$ cat src/rtl/sci_req_arbiter.sv
module sci_req_arbiter #(
  parameter int CNT_W = 8
) (
  input  logic             clk,
  input  logic             rst_n,
  input  logic             rx_ready,
  input  logic             tx_buf_empty,
  input  logic             tx_shift_empty,
  input  logic             cfg_we,
  input  logic             cfg_rx_dma,
  input  logic             cfg_tx_dma,
  input  logic [2:0]       cfg_level,
  input  logic             rx_cnt_we,
  input  logic             tx_cnt_we,
  input  logic [CNT_W-1:0] cnt_wdata,
  input  logic             rx_eob_clr,
  input  logic             tx_eob_clr,
  input  logic             req_ack,
  output logic             req_valid,
  output logic [1:0]       req_id,
  output logic [2:0]       req_level,
  output logic             rx_dma_mask,
  output logic             tx_dma_mask,
  output logic             rx_eob,
  output logic             tx_eob
);
  localparam logic [1:0] ID_RXD = 2'd0, ID_TXD = 2'd1, ID_RXI = 2'd2, ID_TXI = 2'd3;
  localparam logic [CNT_W-1:0] ONE = {{(CNT_W-1){1'b0}}, 1'b1};
  localparam logic [2:0] LVL_OFF = 3'd7;

  logic [CNT_W-1:0] rx_cnt, tx_cnt;
  logic [2:0]       lvl;
  logic [3:0]       pend;
  logic [1:0]       win;

  wire tx_src   = tx_buf_empty | tx_shift_empty;
  wire ack_fire = req_valid & req_ack;
  wire rx_hit   = ack_fire & (req_id == ID_RXD) & (rx_cnt != '0) & ~rx_cnt_we;
  wire tx_hit   = ack_fire & (req_id == ID_TXD) & (tx_cnt != '0) & ~tx_cnt_we;
  wire rx_done  = rx_hit & (rx_cnt == ONE);
  wire tx_done  = tx_hit & (tx_cnt == ONE);

  assign pend = {(tx_src & ~tx_dma_mask) | tx_eob,
                 (rx_ready & ~rx_dma_mask) | rx_eob,
                 tx_src & tx_dma_mask,
                 rx_ready & rx_dma_mask};
  assign req_level = lvl;

  always_comb begin
    if (pend[0])      win = ID_RXD;
    else if (pend[1]) win = ID_TXD;
    else if (pend[2]) win = ID_RXI;
    else              win = ID_TXI;
  end

  always_ff @(posedge clk or negedge rst_n) begin
    if (!rst_n) begin
      rx_cnt <= '0;
      tx_cnt <= '0;
    end else begin
      if (rx_cnt_we)   rx_cnt <= cnt_wdata;
      else if (rx_hit) rx_cnt <= rx_cnt - ONE;
      if (tx_cnt_we)   tx_cnt <= cnt_wdata;
      else if (tx_hit) tx_cnt <= tx_cnt - ONE;
    end
  end

  always_ff @(posedge clk or negedge rst_n) begin
    if (!rst_n) begin
      rx_dma_mask <= 1'b0;
      tx_dma_mask <= 1'b0;
      lvl         <= LVL_OFF;
      rx_eob      <= 1'b0;
      tx_eob      <= 1'b0;
    end else begin
      if (cfg_we) begin
        rx_dma_mask <= cfg_rx_dma;
        tx_dma_mask <= cfg_tx_dma;
        lvl         <= cfg_level;
      end else begin
        if (rx_done) rx_dma_mask <= 1'b0;
        if (tx_done) tx_dma_mask <= 1'b0;
      end
      if (rx_done)         rx_eob <= 1'b1;
      else if (rx_eob_clr) rx_eob <= 1'b0;
      if (tx_done)         tx_eob <= 1'b1;
      else if (tx_eob_clr) tx_eob <= 1'b0;
    end
  end

  always_ff @(posedge clk or negedge rst_n) begin
    if (!rst_n) begin
      req_valid <= 1'b0;
      req_id    <= ID_RXD;
    end else if (lvl == LVL_OFF || ack_fire) begin
      req_valid <= 1'b0;
    end else if (!req_valid && |pend) begin
      req_valid <= 1'b1;
      req_id    <= win;
    end
  end

  a_r6_hold_until_ack: assert property (@(posedge clk) disable iff (!rst_n)
    (req_valid && !req_ack && lvl != LVL_OFF) |=> (req_valid && $stable(req_id)));
  a_r6_drop_after_ack: assert property (@(posedge clk) disable iff (!rst_n)
    (req_valid && req_ack) |=> !req_valid);
  a_r5_level7_silent: assert property (@(posedge clk) disable iff (!rst_n)
    (req_level == LVL_OFF) |=> !req_valid);
  a_r7_rx_block_end: assert property (@(posedge clk) disable iff (!rst_n)
    (req_valid && req_ack && req_id == ID_RXD && rx_cnt == ONE && !rx_cnt_we && !cfg_we)
    |=> (!rx_dma_mask && rx_eob));
  a_r7_tx_block_end: assert property (@(posedge clk) disable iff (!rst_n)
    (req_valid && req_ack && req_id == ID_TXD && tx_cnt == ONE && !tx_cnt_we && !cfg_we)
    |=> (!tx_dma_mask && tx_eob));
  a_r8_eob_holds: assert property (@(posedge clk) disable iff (!rst_n)
    (rx_eob && !rx_eob_clr) |=> rx_eob);
endmodule

$ cat config.mk
export PLATFORM = sky130hd
export DESIGN_NAME = sci_req_arbiter
export DESIGN_NICKNAME = d
export VERILOG_FILES = /design/src/rtl/sci_req_arbiter.sv
export SDC_FILE = /design/constraint.sdc
export NUM_CORES = 1
export LEC_CHECK = 0
export ABC_AREA = 1
export BUFFER_PORTS_ARGS = -buffer_cell sky130_fd_sc_hd__buf_4
export CAP_MARGIN = 0
export CORE_MARGIN = 2
export CORE_UTILIZATION = 49
export CTS_CLUSTER_SIZE = 16
export DETAILED_ROUTE_END_ITERATION = 8
export GPL_TIMING_DRIVEN = 0
export PLACE_DENSITY = 0.75
export SETUP_SLACK_MARGIN = 0.15
export SLEW_MARGIN = 0
export SYNTH_ARGS = -nofsm -noshare
export SYNTH_HDL_FRONTEND = slang
export SYNTH_SLANG_ARGS = --single-unit
$ cat constraint.sdc
create_clock -name clk -period 1.36 [get_ports clk]
set_clock_uncertainty 0.15 [all_clocks]
set_input_delay 0.136 -clock clk [delete_from_list [all_inputs] [get_ports clk]]
set_output_delay 0.136 -clock clk [all_outputs]
set_load 0.01 [all_outputs]
==> impl_metrics.ini <==
[worst_setup_path]
critPathMaxFanout = 8
critPathCapture = tx_cnt[0]$_DFFE_PN0P_
crit_path_start = tx_cnt[1]$_DFFE_PN0P_
reg2reg_from = tx_cnt[1]$_DFFE_PN0P_
arrival_ns = 1.55
crit_type = reg -> reg
ff2ff_path_depth = 8
r2r_slack_ns = -0.12
r2r-end = tx_cnt[0]$_DFFE_PN0P_
worstPathRequired_ns = 1.44
endpoint_kind = register
crit_path_start_kind = register

[routing]
wire_per_inst_um = 14.3
vias = 1803
drtIter0Drc = 52
ant_nets = 0
first_pass_iters = 4
wirelength_um = 5090
drc_errors = 0
via_per_inst = 5.05

[synth]
synth_area_leaders = dfrtp_1 (34%), nand2_1 (16%), nand3_1 (13%)
yosysTopAreaCellShare = 0.345
synth_seq_area_share = 0.392
synth_ff_type = dfrtp_1
yosys.area.top_type = dfrtp_1
synth.avg_cell_area_um2 = 7.26
netlist_instances = 230
synth_edf_count = 0
post-synth-top-count-cell = nand2_1
synthTopCellsByCount = nand2_1 (73), nand3_1 (43), dfrtp_1 (23), inv_1 (23), nor2_1 (20)
synthesis.area_um2 = 1670
syn_nets = 260
ys_warn_count = 0
synth_cell_types = 25
synth-seq-cells = 26
async_reset_ff_frac = 1.00

[power]
power_leakage_nw = 1.33
cellPowerDensity_nw_per_um2 = 1110
vdd_drop_max_mv = 0.635

[clock_network]
cts_num_sinks = 26
cts_buffers = 3
cts_tree = yes
clock_latency_ns = 0.33
root_buffer = clkbuf_4
clk_path_buf_depth = 2
htree_levels = 1
clkTransAtPathRegs_ns = 0.16

[global_route]
grt_pass1_vias = 1764
grt_antenna_before_repair = 0
grt_pass1_wl_um = 7750
track_usage = 0.248
grt_max_degree = 27
grt_remaining_overflow = 0

[timing]
worst_pin_slew_ns = 0.372
post-route-period-util = 1.09
post-route-min-period_ns = 1.48
fmax_mhz = 677
setup_tns_ns = -1.26
grt_setup_unrepaired = true
worst_slack_ns = -0.118
relSlewSlack = 0.750
maxSlewViolCount = 0
hold_viol = 0
setup_viol = 18

[floorplan]
core_um2 = 3310
die_x_um = 62.4
io_pins = 34
dieArea_um2 = 3890
rows = 21
die_y_um = 62.4
initial_utilization = 0.505

[placement]
gp_congestion = 0.834
post-place-ws_ns = -0.132
io_buffers = 30
dp_hpwl_um = 2790

[final_layout]
area_growth_pct = 64.1
nNetsFinal = 342
n_antenna_cell = 0
drive_gt1_frac = 0.482

[min_path]
min_path_type = in -> reg

[status]
status = finished with violations
violations = negative setup slack

[job]
maxCapViolCount = 0
-- state kept, by name, summed over array words and instances (netlist names) --
| signal | count |
|---|---|
| tx_eob | 1 |
| tx_cnt | 8 |
| req_level | 3 |
| rx_eob | 1 |
| req_id | 2 |
| rx_dma_mask | 1 |
| tx_dma_mask | 1 |
| rx_cnt | 8 |
| req_valid | 1 |
-- per-stage QoR --
| stage | total power, mW | utilization | cells | instance area, µm² | hold WS [ns] |
|---|---|---|---|---|---|
| 2_1_floorplan | 1.75 | - | 230 | 1770 | -0.310 |
| 3_3_place_gp | 2.03 | 0.619 | 306 | 2050 | -0.0805 |
| 3_5_place_dp | 2.05 | 0.619 | 306 | 2050 | -0.0850 |
| 4_1_cts | 2.76 | 0.763 | 349 | 2530 | 0.00280 |
| 5_1_grt | 3.23 | 0.828 | 357 | 2740 | 0.0102 |
| 6_report | 3.05 | 0.828 | 357 | 2740 | 0.00207 |
-- placed cells by master (no fill, tap or decap) --
cell	synthesis	routed
nand2_1	73	55
buf_4	0	45
nand3_1	43	26
dlygate4sd3_1	0	18
dfrtp_1	23	18
nand3_2	0	17
nand2_2	1	15
inv_1	23	13
buf_6	0	13
inv_2	0	11
nor2_1	20	11
nor2_2	2	8
nor2_4	2	5
dfrtp_2	0	5
nand2_4	0	4
nand4_1	4	4
xor2_1	4	4
ha_4	0	4
nor3_4	2	3
mux2_2	3	3
o21ai_1	0	3
clkbuf_4	0	3
dfstp_2	3	3
buf_2	2	2
o21ai_4	0	2
clkinv_1	3	2
clkbuf_1	1	1
o21a_1	1	1
o21ai_0	5	1
a21boi_0	1	1
nor3_2	0	1
xnor2_2	0	1
xnor2_1	2	1
nand3b_1	1	1
o21ai_2	2	1
a21oi_2	0	1
ha_1	6	1
ha_2	0	1
clkbuf_8	0	1
buf_12	0	1
-- what timing repair did --
action | 4_1_cts | 5_1_grt
setup endpoints to repair | 29 | 32
hold buffers | 18 | 0
buffers inserted | 21 | 8
gates resized for setup | 33 | 42
pin swaps | 20 | 19
cloned | 0 | 0
endpoints found under the hold margin | 50 | 0
-- cells by family (layout without fill, tap and decap cells) --
kind of cell    Yosys count  count (layout)  share of synthesized area
compound gates           10              10                     0.0375
xor+xnor                  6               6                     0.0315
fa+ha+maj                 6               6                     0.0449
buf+inv                  29             110                     0.0667
flops                    26              26                      0.392
mux                       3               3                     0.0202
simple gates            150             150                      0.407
-- worst min-delay path by stage --
stage              start                    end  slack (ns)  cells past startpoint
2_1_floorplan      rst_n  req_id[0]$_DFFE_PN0P_       -0.31                      0
3_3_place_gp       rst_n     tx_eob$_DFFE_PN0P_       -0.08                      1
3_5_place_dp       rst_n  req_valid$_DFFE_PN0P_       -0.08                      1
4_1_cts        rx_cnt_we  rx_cnt[2]$_DFFE_PN0P_       0.003                      3
5_1_grt        rx_cnt_we  rx_cnt[4]$_DFFE_PN0P_        0.01                      3
6_report       rx_cnt_we  rx_cnt[2]$_DFFE_PN0P_       0.002                      3
-- final cells by class --
class                      instances  area (µm²)
sequential                        26         661
multi-input combinational        175        1190
fill                             198         569
inverter                          26        97.6
clock buffer                       4        36.3
buffer                             3        13.8
timing repair buffer              77         684
tap                               46        57.6
-- power by group --
part / switching, mW / internal [mW]
logic: 0.791 / 0.734
registers: 0.186 / 0.925
clock network: 0.252 / 0.164
-- metal layers --
metal,part of all wire,up-vias,track usage
met5,0,-,0
met4,0.016,0,0.0944
met3,0.043,8,0.0342
met2,0.53,59,0.457
met1,0.41,833,0.293
li1,-,903,-
-- worst max-delay path: stages, from the launching register on --
cell	delay, ns
dfrtp_1	0.44
inv_2	0.12
ha_4	0.15
nand2_4	0.07
nor2_4	0.12
nor3_4	0.05
buf_6	0.15
nand2_2	0.08
nand3_2	0.06
Note: power is estimated with default switching activity, not from simulation.
